File: src/rtl/pwr_seq_pkg.sv
package pwr_seq_pkg;
  typedef enum logic [3:0] {
    ST_IDLE,
    ST_SETTLE,
    ST_SAMPLE,
    ST_ID,
    ST_DEAD_A,
    ST_DISCH,
    ST_DWAIT,
    ST_DEAD_B,
    ST_DONE
  } seq_state_e;
endpackage

File: src/rtl/pwr_seq_timer.sv
module pwr_seq_timer #(
  parameter int W = 16
) (
  input  logic         clk_i,
  input  logic         rst_ni,
  input  logic         load_i,
  input  logic [W-1:0] val_i,
  input  logic         dec_i,
  output logic [W-1:0] cnt_o,
  output logic         zero_o
);
  always_ff @(posedge clk_i or negedge rst_ni) begin
    if (!rst_ni)                    cnt_o <= '0;
    else if (load_i)                cnt_o <= val_i;
    else if (dec_i && cnt_o != '0)  cnt_o <= cnt_o - 1'b1;
  end

  assign zero_o = (cnt_o == '0);
endmodule

File: src/rtl/pwr_seq_relay.sv
module pwr_seq_relay
  import pwr_seq_pkg::*;
#(
  parameter int N_SUP = 4,
  parameter int N_GND = 3,
  parameter int IDX_W = 2
) (
  input  seq_state_e       state_i,
  input  logic             gnd_phase_i,
  input  logic [IDX_W-1:0] idx_i,
  output logic [N_SUP-1:0] sup_en_o,
  output logic [N_GND-1:0] gnd_en_o,
  output logic             float_en_o,
  output logic             dis_en_o
);
  logic powered;

  assign powered    = (state_i == ST_SETTLE) || (state_i == ST_SAMPLE) || (state_i == ST_ID);
  assign float_en_o = powered && gnd_phase_i;
  assign dis_en_o   = (state_i == ST_DISCH) || (state_i == ST_DWAIT);

  for (genvar g = 0; g < N_SUP; g++) begin : g_sup
    assign sup_en_o[g] = powered && !gnd_phase_i && (idx_i == IDX_W'(g));
  end

  // supply pass: all grounds tied; ground pass: only the selected one
  for (genvar g = 0; g < N_GND; g++) begin : g_gnd
    assign gnd_en_o[g] = powered && (!gnd_phase_i || (idx_i == IDX_W'(g)));
  end
endmodule

File: src/rtl/pwr_seq_log.sv
module pwr_seq_log #(
  parameter int N_PIN = 7,
  parameter int PIN_W = 3
) (
  input  logic             clk_i,
  input  logic             rst_ni,
  input  logic             clear_i,
  input  logic             wr_i,
  input  logic             fail_i,
  input  logic [PIN_W-1:0] idx_i,
  input  logic             val_i,
  output logic [N_PIN-1:0] result_o
);
  for (genvar p = 0; p < N_PIN; p++) begin : g_bit
    always_ff @(posedge clk_i or negedge rst_ni) begin
      if (!rst_ni)                              result_o[p] <= 1'b0;
      else if (clear_i)                         result_o[p] <= 1'b0;
      else if (wr_i && idx_i == PIN_W'(p))      result_o[p] <= val_i;
      else if (fail_i && idx_i == PIN_W'(p))    result_o[p] <= 1'b0;
    end
  end
endmodule

File: src/rtl/pwr_seq_top.sv
module pwr_seq_top
  import pwr_seq_pkg::*;
#(
  parameter int N_SUP  = 4,
  parameter int N_GND  = 3,
  parameter int N_RAIL = 4,
  parameter int CNT_W  = 16
) (
  input  logic                   clk_i,
  input  logic                   rst_ni,
  input  logic                   start_i,
  input  logic [CNT_W-1:0]       settle_cyc_i,
  input  logic [CNT_W-1:0]       dis_cyc_i,
  input  logic [CNT_W-1:0]       dis_tmo_i,
  input  logic [CNT_W-1:0]       id_tmo_i,
  input  logic [N_RAIL-1:0]      rails_ok_i,
  input  logic                   rails_low_i,
  input  logic                   id_ack_i,
  input  logic                   id_ok_i,
  output logic [N_GND-1:0]       gnd_en_o,
  output logic [N_SUP-1:0]       sup_en_o,
  output logic                   float_en_o,
  output logic                   dis_en_o,
  output logic                   id_req_o,
  output logic                   busy_o,
  output logic                   done_o,
  output logic [N_SUP+N_GND-1:0] result_o,
  output logic                   all_pass_o
);
  localparam int N_PIN = N_SUP + N_GND;
  localparam int MAXN  = (N_SUP > N_GND) ? N_SUP : N_GND;
  localparam int IDX_W = (MAXN > 1) ? $clog2(MAXN) : 1;
  localparam int PIN_W = (N_PIN > 1) ? $clog2(N_PIN) : 1;

  seq_state_e       state_q, state_d;
  logic             gnd_phase_q;
  logic [IDX_W-1:0] idx_q;
  logic             rails_ok_q, id_pass_q, finished_q;
  logic             last_step, last_sup;
  logic             tmr_load, tmr_dec, tmr_zero;
  logic [CNT_W-1:0] tmr_val, tmr_cnt;
  logic [PIN_W-1:0] pin_idx;
  logic             log_clear, log_wr, log_fail;

  assign last_step = gnd_phase_q && (idx_q == IDX_W'(N_GND - 1));
  assign last_sup  = !gnd_phase_q && (idx_q == IDX_W'(N_SUP - 1));
  assign pin_idx   = gnd_phase_q ? (PIN_W'(N_SUP) + PIN_W'(idx_q)) : PIN_W'(idx_q);

  always_comb begin
    state_d = state_q;
    unique case (state_q)
      ST_IDLE:   if (start_i) state_d = ST_SETTLE;
      ST_SETTLE: if (tmr_zero) state_d = ST_SAMPLE;
      ST_SAMPLE: state_d = ST_ID;
      ST_ID:     if (id_ack_i || tmr_zero) state_d = ST_DEAD_A;
      ST_DEAD_A: state_d = ST_DISCH;
      ST_DISCH:  if (tmr_zero) state_d = ST_DWAIT;
      ST_DWAIT:  if (rails_low_i || tmr_zero) state_d = ST_DEAD_B;
      ST_DEAD_B: state_d = last_step ? ST_DONE : ST_SETTLE;
      ST_DONE:   state_d = ST_IDLE;
      default:   state_d = ST_IDLE;
    endcase
  end

  // one shared down-counter serves every timed phase
  always_comb begin
    tmr_load = 1'b0;
    tmr_val  = settle_cyc_i;
    unique case (state_q)
      ST_IDLE:   tmr_load = start_i;
      ST_SAMPLE: begin tmr_load = 1'b1; tmr_val = id_tmo_i;  end
      ST_DEAD_A: begin tmr_load = 1'b1; tmr_val = dis_cyc_i; end
      ST_DISCH:  begin tmr_load = tmr_zero; tmr_val = dis_tmo_i; end
      ST_DEAD_B: tmr_load = !last_step;
      default:   tmr_load = 1'b0;
    endcase
  end

  assign tmr_dec = (state_q == ST_SETTLE) || (state_q == ST_ID) ||
                   (state_q == ST_DISCH)  || (state_q == ST_DWAIT);

  always_ff @(posedge clk_i or negedge rst_ni) begin
    if (!rst_ni) begin
      state_q     <= ST_IDLE;
      gnd_phase_q <= 1'b0;
      idx_q       <= '0;
      rails_ok_q  <= 1'b0;
      id_pass_q   <= 1'b0;
      finished_q  <= 1'b0;
    end else begin
      state_q <= state_d;
      unique case (state_q)
        ST_IDLE: if (start_i) begin
          gnd_phase_q <= 1'b0;
          idx_q       <= '0;
          finished_q  <= 1'b0;
        end
        ST_SAMPLE: rails_ok_q <= &rails_ok_i;
        ST_ID: begin
          if (id_ack_i)      id_pass_q <= id_ok_i;
          else if (tmr_zero) id_pass_q <= 1'b0;
        end
        ST_DEAD_B: begin
          if (last_step) finished_q <= 1'b1;
          else if (last_sup) begin
            gnd_phase_q <= 1'b1;
            idx_q       <= '0;
          end else idx_q <= idx_q + 1'b1;
        end
        default: ;
      endcase
    end
  end

  assign log_clear = (state_q == ST_IDLE) && start_i;
  assign log_wr    = (state_q == ST_DEAD_A);
  assign log_fail  = (state_q == ST_DWAIT) && !rails_low_i && tmr_zero;

  pwr_seq_timer #(.W(CNT_W)) u_timer (
    .clk_i  (clk_i),
    .rst_ni (rst_ni),
    .load_i (tmr_load),
    .val_i  (tmr_val),
    .dec_i  (tmr_dec),
    .cnt_o  (tmr_cnt),
    .zero_o (tmr_zero)
  );

  pwr_seq_relay #(.N_SUP(N_SUP), .N_GND(N_GND), .IDX_W(IDX_W)) u_relay (
    .state_i     (state_q),
    .gnd_phase_i (gnd_phase_q),
    .idx_i       (idx_q),
    .sup_en_o    (sup_en_o),
    .gnd_en_o    (gnd_en_o),
    .float_en_o  (float_en_o),
    .dis_en_o    (dis_en_o)
  );

  pwr_seq_log #(.N_PIN(N_PIN), .PIN_W(PIN_W)) u_log (
    .clk_i    (clk_i),
    .rst_ni   (rst_ni),
    .clear_i  (log_clear),
    .wr_i     (log_wr),
    .fail_i   (log_fail),
    .idx_i    (pin_idx),
    .val_i    (rails_ok_q && id_pass_q),
    .result_o (result_o)
  );

  assign id_req_o   = (state_q == ST_ID);
  assign busy_o     = (state_q != ST_IDLE);
  assign done_o     = (state_q == ST_DONE);
  assign all_pass_o = finished_q && (&result_o);
endmodule

File: config.mk
export PLATFORM = sky130hd
export DESIGN_NAME = pwr_seq_top
export DESIGN_NICKNAME = d
export VERILOG_FILES = /design/src/rtl/pwr_seq_pkg.sv /design/src/rtl/pwr_seq_timer.sv /design/src/rtl/pwr_seq_relay.sv /design/src/rtl/pwr_seq_log.sv /design/src/rtl/pwr_seq_top.sv
export SDC_FILE = /design/constraint.sdc
export NUM_CORES = 1
export LEC_CHECK = 0
export BUFFER_PORTS_ARGS = -buffer_cell sky130_fd_sc_hd__buf_4
export CORE_MARGIN = 10
export CORE_UTILIZATION = 45
export CTS_BUF_LIST = sky130_fd_sc_hd__clkbuf_16
export CTS_CLUSTER_DIAMETER = 150
export DETAILED_ROUTE_END_ITERATION = 7
export PLACE_DENSITY = 0.8
export SETUP_SLACK_MARGIN = 0.05
export SKIP_CTS_REPAIR_TIMING = 1
export SLEW_MARGIN = 20
export SYNTH_ARGS = -nofsm -noshare
export SYNTH_HDL_FRONTEND = slang
export SYNTH_SLANG_ARGS = --single-unit
File: constraint.sdc
create_clock -name clk_i -period 5 [get_ports clk_i]
set_clock_uncertainty 0.15 [all_clocks]
set_input_delay 0.75 -clock clk_i [delete_from_list [all_inputs] [get_ports clk_i]]
set_output_delay 0.75 -clock clk_i [all_outputs]
set_load 0.01 [all_outputs]
==> flow_summary.json, run 1 <==
{
  "status": "finished, final reports clean",
  "root_buffer": "clkbuf_16",
  "wl_per_cell_um": 17.1,
  "first_global_vias": 2615,
  "num_vias": 2523,
  "slew_viol_final": 0,
  "grt-ovfl-total": 0,
  "die_area_sq_mm": 0.00882,
  "syn_nets": 363,
  "fin_nets": 448,
  "syn_to_final_growth_pct": 36.5,
  "async_flop_share_pct": 100,
  "place_ws_ns": 2.08,
  "grt_max_degree": 34,
  "fillCellCount": 454,
  "ir_drop_v": 0.000175,
  "end_kind": "flop",
  "avgSynthCellArea_sq_um": 8.66,
  "layout-drive-gt1-share_pct": 30.8,
  "yosysSeqAreaShare_pct": 33.6,
  "postRouteAntennaNets": 0,
  "synth_flop_cell": "dfrtp_1",
  "critical-path-slowest-cell": "and4_1",
  "die_w_um": 93.9,
  "worst_ep_required_time_ns": 4.99,
  "port_buffers": 93,
  "insertedDiodeCount": 0,
  "grtUsageTotal_pct": 17.2,
  "crit_chain": "nor3_1 > and4_1 > a21boi_1 > o311ai_0 > o21ai_0",
  "insertion_delay_ns": 0.28,
  "multiInputGateArea_sq_mm": 0.00151,
  "setup_violations": 0,
  "r2r_cells": 5,
  "hpwlAfterDp_um": 5980,
  "final_common_cell": "buf_4",
  "final_core_util_pct": 64.5,
  "min_period_over_period_pct": 55.6,
  "ios": 94,
  "cts.sinks": 33,
  "drt_pre_antenna_iters": 4,
  "post-route-drc-count": 0,
  "syn_area_sq_mm": 0.00246,
  "p_leak_nw": 1.56,
  "fmax_mhz": 360,
  "cts_buffers": 5,
  "clkTransAtPathRegs_ns": 0.05,
  "core.rowCount": 26,
  "hold_viol_final": 0,
  "setup_ws_ns": 2.22,
  "die_y_um": 93.9,
  "fin_crit_ns": 2.78,
  "criticalPathCategory": "flop to flop",
  "grt_antenna_before_repair": 0,
  "max_cap_viol_count": 0,
  "grt_setup_unrepaired": "no",
  "grt_pass1_wl_um": 12300,
  "gp_congestion": 0.926,
  "startpoint_type": "flop",
  "synth_cell_type_count": 53,
  "design.core.area_sq_mm": 0.00520,
  "worst_pin_slew_ns": 0.976,
  "power_density_mw_per_mm2": 308,
  "seqCellArea_sq_um": 826,
  "drt-total-wl_um": 7540,
  "min_path_type": "primary input to async pin",
  "max_stage_delay_ns": 0.69,
  "clockBufferDepth": 2,
  "synthCells": 284,
  "via_per_inst": 5.73,
  "final_cell_mix": "96 x buf_4, 33 x dfrtp_1, 21 x nor2_1, 21 x nand2_1, 16 x inv_1",
  "slew_headroom_pct": 34.7,
  "synth_warnings": 0,
  "cts_tree": "yes",
  "ys_ff_latch": 33,
  "synth_edf_count": 0,
  "fin_tns_setup_ns": 0,
  "drt_iter0_drc": 133,
  "initial_utilization_pct": 47.3,
  "htreeDepth": 2,
  "cp_max_fo": 17,
  "timing.critical_path.arrival_ns": 2.77
}
## stage by stage
stage	power, W	instance area [sq um]	cells	hold slack, ns
after detailed placement	0.000699	3190	432	0.344
final	0.00103	3360	440	0.255
after floorplan	0.000589	2460	284	0.304
after global routing	0.00110	3360	440	0.291
after global placement	0.000688	3190	432	0.340
after CTS	0.00104	3350	440	0.270
## power by group
part	switching (W)	leakage (nW)	total [W]	internal, W
combinational	0.000136	1.11	0.000295	0.000159
clock	0.000103	0.0826	0.000333	0.000231
sequential	0.0000751	0.363	0.000406	0.000331
## layout make-up
class                      count  share of cell area (%)
clock buffer                   5                    3.73
clock inverter                 3                    1.12
inverter                      15                    1.68
multi-input combinational    218                    44.8
sequential                    33                    24.6
tap                           70                    2.61
timing repair buffer          96                    21.5
## logic make-up (layout without fill, tap and decap cells)
logic type	after synthesis	in the layout	share of synthesized area [%]
multiplexers	17	17	7.02
XOR/XNOR	9	9	3.20
adder cells (fa/ha/maj)	5	5	2.54
AO/OA/AOI/OAI	74	74	22.3
flip-flops	33	33	33.6
AND/OR/NAND/NOR	113	113	25.7
buffers and inverters	33	119	5.65
## state kept, by name, indices dropped and copies added (netlist names)
register / cells
u_timer.cnt_o: 16
u_log.result_o: 7
state_q: 4
idx_q: 2
finished_q: 1
gnd_phase_q: 1
id_pass_q: 1
rails_ok_q: 1
## cell usage after synthesis, drive strengths merged (12+ instances only)
library cell / number / area share [%]
dfrtp: 33 / 34
nor2: 23 / 3.9
nand2: 21 / 3.2
inv: 15 / 2.3
mux2i: 15 / 6.1
nor3: 15 / 3.1
o21ai: 15 / 3.1
nand3: 13 / 2.6
a21oi: 12 / 2.4
a222oi: 12 / 4.9
## final timing paths
path / startpoint / to / slack, ns
hold reg to reg: id_pass_q / id_pass_q / 0.36
setup reg to reg: u_timer.cnt_o[4] / u_log.result_o[5] / 2.22
max in group asynchronous: rst_ni / u_log.result_o[0] / 4.14
min in group clk_i: id_pass_q / id_pass_q / 0.36
setup / recovery: u_timer.cnt_o[4] / u_log.result_o[5] / 2.22
hold / removal: rst_ni / state_q[0] / 0.26
## per-layer routing
layer	vias up	track usage, %	wire length (um)
li1	1257	-	-
met4	0	5.95	127
met2	101	25.9	3210
met1	1154	20.7	3360
met3	11	8.39	844
met5	-	0	0
## worst max-delay path: cells and delay by family, from the launching register on
family / cells / cell delay, ns
AOI/OAI and AO/OA: 3 / 0.77
DFF: 1 / 0.41
and+or+nand+nor: 2 / 1.31
Power figures use the tool's default switching activity.
==> run 2, diff against run 1 <==
- clock period: 5 -> 2.8 ns (I/O delays scaled with it)
==> flow_summary.json, run 2 (synthesis results as in run 1) <==
{
  "num_vias": 2712,
  "drt-total-wl_um": 8380,
  "gp_congestion": 0.912,
  "startpoint_type": "flop",
  "hold_viol_final": 0,
  "cp_max_fo": 11,
  "r2r-end": "u_log.result_o[5]",
  "worst_ep_required_time_ns": 2.79,
  "die_w_um": 93.9,
  "drt_iter0_drc": 205,
  "grt-ovfl-total": 0,
  "grt_antenna_before_repair": 0,
  "first_global_vias": 2772,
  "ios": 94,
  "wl_per_cell_um": 18.6,
  "p_leak_nw": 1.59,
  "clkTransAtPathRegs_ns": 0.06,
  "whs_endpoint": "id_pass_q",
  "grt.busiest_layer": "met2",
  "hpwlAfterDp_um": 6500,
  "criticalPathCategory": "flop to flop",
  "slew_viol_final": 0,
  "initial_utilization_pct": 47.3,
  "setup_ws_ns": 0.260,
  "min_period_over_period_pct": 90.7,
  "gr-usage-met2_pct": 30.6,
  "min_from": "id_ok_i",
  "r2r_cells": 7,
  "worst_pin_slew_ns": 0.804,
  "largestRegisters": "u_timer.cnt_o (16), u_log.result_o (7), state_q (4)",
  "postRouteAntennaNets": 0,
  "grtUsageTotal_pct": 18.5,
  "power_density_mw_per_mm2": 529,
  "post-route-drc-count": 0,
  "syn_to_final_growth_pct": 38.9,
  "drt_pre_antenna_iters": 6,
  "hold_path_depth": 2,
  "insertion_delay_ns": 0.28,
  "largest_register_ffs": 16,
  "use_met3_pct": 6.95,
  "status": "finished, final reports clean",
  "root_buffer": "clkbuf_16",
  "timing.rr.start": "u_timer.cnt_o[0]",
  "min_path_type": "primary input to flop",
  "die_y_um": 93.9,
  "core.rowCount": 26,
  "fin_crit_ns": 2.54,
  "clockBufferDepth": 2,
  "fin_nets": 459,
  "cts.sinks": 33,
  "die_area_sq_mm": 0.00882,
  "via_per_inst": 6.03,
  "regMostFlops": "u_timer.cnt_o",
  "slew_headroom_pct": 46.4,
  "max_cap_viol_count": 0,
  "grt_pass1_wl_um": 13300,
  "design.core.area_sq_mm": 0.00520,
  "port_buffers": 93,
  "cts_buffers": 5,
  "grt_setup_unrepaired": "no",
  "layout.cells.non_filler": 450,
  "ir_drop_v": 0.000382,
  "timing.critical_path.arrival_ns": 2.53,
  "layout-drive-gt1-share_pct": 32.6,
  "htreeDepth": 2,
  "fmax_mhz": 394,
  "end_kind": "flop",
  "reg2reg_setup_slack_ns": 0.26,
  "placed_cells": 442,
  "place_ws_ns": 0.210,
  "fin_tns_setup_ns": 0,
  "cts_tree": "yes",
  "grt_use_met1_pct": 21.9,
  "final_common_cell": "buf_4",
  "grt_max_degree": 34,
  "insertedDiodeCount": 0,
  "final_cell_mix": "106 x buf_4, 33 x dfrtp_1, 21 x nor2_1, 21 x nand2_1",
  "setup_violations": 0
}
run 2: changes by cell type in the layout (fill, tap and decap cells not counted):
cell / delta
buf_4: +10
bufinv_16: -1
clkinvlp_4: +1
dlygate4sd3_1: +1
inv_1: -1
run 2: final cells by class:
| class | count | area [sq um] |
|---|---|---|
| fillers | 445 | 1790 |
| multi-input cells | 218 | 1510 |
| flip-flops and latches | 33 | 826 |
| repair buffers | 107 | 806 |
| clock buffers | 5 | 125 |
| well taps | 70 | 87.6 |
| inverters | 15 | 56.3 |
| clock inverters | 2 | 11.3 |
run 2: per-stage QoR:
step                      hold WS (ns)  power [W]  utilization (%)  cell area (sq um)
after floorplan                -0.0256    0.00105                -               2460
after global placement           0.237    0.00124             62.8               3270
after detailed placement         0.243    0.00127             62.8               3270
after CTS                      -0.0486    0.00179             65.4               3400
after global routing             0.250    0.00190             65.6               3420
final                            0.237    0.00181             65.6               3420
run 2: power breakdown:
part	total (W)	switching (W)	internal [W]
clock network	0.000527	0.000206	0.000321
registers	0.000726	0.000135	0.000590
logic	0.000555	0.000260	0.000294
run 2: metal layers:
metal	vias to the layer above	wire length, um	share of wire [%]
met5	-	0	0
met4	0	142	1.7
met3	15	866	10
met2	150	3850	46
met1	1270	3520	42
li1	1277	-	-
run 2: worst max-delay path by stage:
stage	startpoint	endpoint	slack, ns	depth (start not counted)
2_1_floorplan	u_timer.cnt_o[0]	u_timer.cnt_o[5]	0.59	8
3_5_place_dp	state_q[0]	u_timer.cnt_o[4]	0.21	5
4_1_cts	state_q[0]	u_timer.cnt_o[4]	0.19	5
3_3_place_gp	state_q[1]	u_timer.cnt_o[4]	0.36	5
6_report	u_timer.cnt_o[0]	u_log.result_o[5]	0.26	7
5_1_grt	u_timer.cnt_o[0]	u_log.result_o[2]	0.07	7
run 2: worst max-delay path, cell delays in order (launching register included):
cell and delay [ns]:
dfrtp_1 0.41, inv_1 0.13, ha_1 0.26, nor4b_1 0.22
and4_1 0.46, a21boi_1 0.26, o311ai_0 0.38, o21ai_0 0.14
==> run 3, diff against run 2 <==
- CORE_UTILIZATION: 45 -> 50
- PLACE_DENSITY: 0.8 -> 0.87
==> flow_summary.json, run 3 (synthesis results as in run 1) <==
{
  "fin_tns_setup_ns": 0,
  "die_w_um": 90.1,
  "p_seq_share_pct": 39.9,
  "design.core.area_sq_mm": 0.00475,
  "slew_viol_final": 0,
  "fin_crit_ns": 2.47,
  "root_buffer": "clkbuf_16",
  "final_common_cell": "buf_4",
  "initial_utilization_pct": 51.7,
  "power_frac_comb_pct": 30.5,
  "layout.cells.non_filler": 448,
  "fmax_mhz": 404,
  "final_cell_mix": "106 x buf_4, 33 x dfrtp_1, 21 x nor2_1, 21 x nand2_1",
  "largest_register_ffs": 16,
  "hpwlAfterDp_um": 6390,
  "post-route-drc-count": 0,
  "startpoint_type": "flop",
  "slew_headroom_pct": 50.8,
  "cts_tree": "yes",
  "criticalPathCategory": "flop to flop",
  "htreeDepth": 2,
  "status": "finished, final reports clean",
  "via_per_inst": 6.04,
  "clkTransAtPathRegs_ns": 0.06,
  "insertedDiodeCount": 0,
  "hold_viol_final": 0,
  "crit_chain": "inv_1 > ha_1 > nor4b_1 > and4_1 > a21boi_1 > o311ai_0 > o21ai_0",
  "grt_max_degree": 34,
  "insertion_delay_ns": 0.28,
  "grt_antenna_before_repair": 0,
  "max_stage_delay_ns": 0.45,
  "clockBufferDepth": 2,
  "die_area_sq_mm": 0.00813,
  "grt_pass1_wl_um": 13200,
  "worst_ep_required_time_ns": 2.79,
  "timing.critical_path.arrival_ns": 2.47,
  "wl_per_cell_um": 18.1,
  "syn_to_final_growth_pct": 39.0,
  "ios": 94,
  "final_core_util_pct": 71.9,
  "reg2reg_setup_slack_ns": 0.33,
  "largestRegisters": "u_timer.cnt_o (16), u_log.result_o (7), state_q (4)",
  "fin_nets": 459,
  "cts_buffers": 5,
  "layout-drive-gt1-share_pct": 33.1,
  "cp_max_fo": 10,
  "dpl-instance-area_sq_mm": 0.00326,
  "regMostFlops": "u_timer.cnt_o",
  "fillCellCount": 377,
  "drt_pre_antenna_iters": 5,
  "p_leak_nw": 1.60,
  "cts.sinks": 33,
  "ir_drop_v": 0.000289,
  "grtUsageTotal_pct": 19.2,
  "min_path_type": "primary input to flop",
  "placed_cells": 439,
  "setup_violations": 0,
  "critical-path-slowest-cell": "and4_1",
  "num_vias": 2705,
  "worst_pin_slew_ns": 0.737,
  "gp_congestion": 0.932,
  "drt_iter0_drc": 220,
  "grt-ovfl-total": 0,
  "clock_power_share_pct": 29.6,
  "first_global_vias": 2768,
  "max_cap_viol_count": 0,
  "intPower_w": 0.00121,
  "drt-total-wl_um": 8120,
  "switching_share_pct": 33.0,
  "power_density_mw_per_mm2": 528,
  "core.rowCount": 25,
  "power_switching_w": 0.000596,
  "final_area_sq_mm": 0.00342,
  "min_period_over_period_pct": 88.3,
  "die_y_um": 90.1,
  "port_buffers": 93,
  "grt_setup_unrepaired": "no",
  "postRouteAntennaNets": 0,
  "end_kind": "flop"
}
## run 3: cell types whose count changed in the layout (fill, tap and decap cells not counted)
cell / delta
clkinv_1: -1
clkinv_2: +2
## run 3: worst max-delay path: cells and delay by family, from the launching register on
kind	cells	cell delay, ns
adders and majority gates	1	0.28
and+or+nand+nor	2	0.67
buffers and inverters	1	0.11
DFF	1	0.40
AOI/OAI and AO/OA	3	0.73
## run 3: final cells by class
cell class / instances / area [sq um] / area share, %
Timing Repair Buffer: 107 / 806 / 23.6
Multi-Input combinational cell: 218 / 1510 / 44.0
Sequential cell: 33 / 826 / 24.1
Clock buffer: 5 / 125 / 3.66
Tap cell: 67 / 83.8 / 2.45
Clock inverter: 3 / 17.5 / 0.512
Inverter: 15 / 56.3 / 1.65
## run 3: worst paths after layout
check | startpoint | depth (start not counted) | end
max | u_timer.cnt_o[0] | 7 | u_log.result_o[4]
min | id_ok_i | 2 | id_pass_q
max reg2reg | u_timer.cnt_o[0] | 7 | u_log.result_o[4]
min reg2reg | id_pass_q | 1 | id_pass_q
max in group asynchronous | rst_ni | 2 | finished_q
min in group asynchronous | rst_ni | 2 | id_pass_q
## run 3: per-stage QoR
step | setup slack, ns | hold slack (ns) | total power, W
6_report | 0.327 | 0.244 | 0.00181
5_1_grt | 0.0868 | 0.260 | 0.00191
4_1_cts | 0.261 | -0.0608 | 0.00180
3_5_place_dp | 0.271 | 0.236 | 0.00126
3_3_place_gp | 0.371 | 0.234 | 0.00125
2_1_floorplan | 0.592 | -0.0256 | 0.00105
## run 3: power groups by stage
stage	combinational [W]	sequential, W	clock [W]
6_report	0.000551	0.000721	0.000535
5_1_grt	0.000615	0.000741	0.000558
4_1_cts	0.000547	0.000716	0.000538
3_5_place_dp	0.000541	0.000722	0
3_3_place_gp	0.000532	0.000716	0
2_1_floorplan	0.000363	0.000689	0
## run 3: per-layer routing
metal  wire [um]  GRT usage [%]
met1        3460           23.0
met2        3830           30.8
met3         682           6.07
met4         150           8.36
met5           0              0
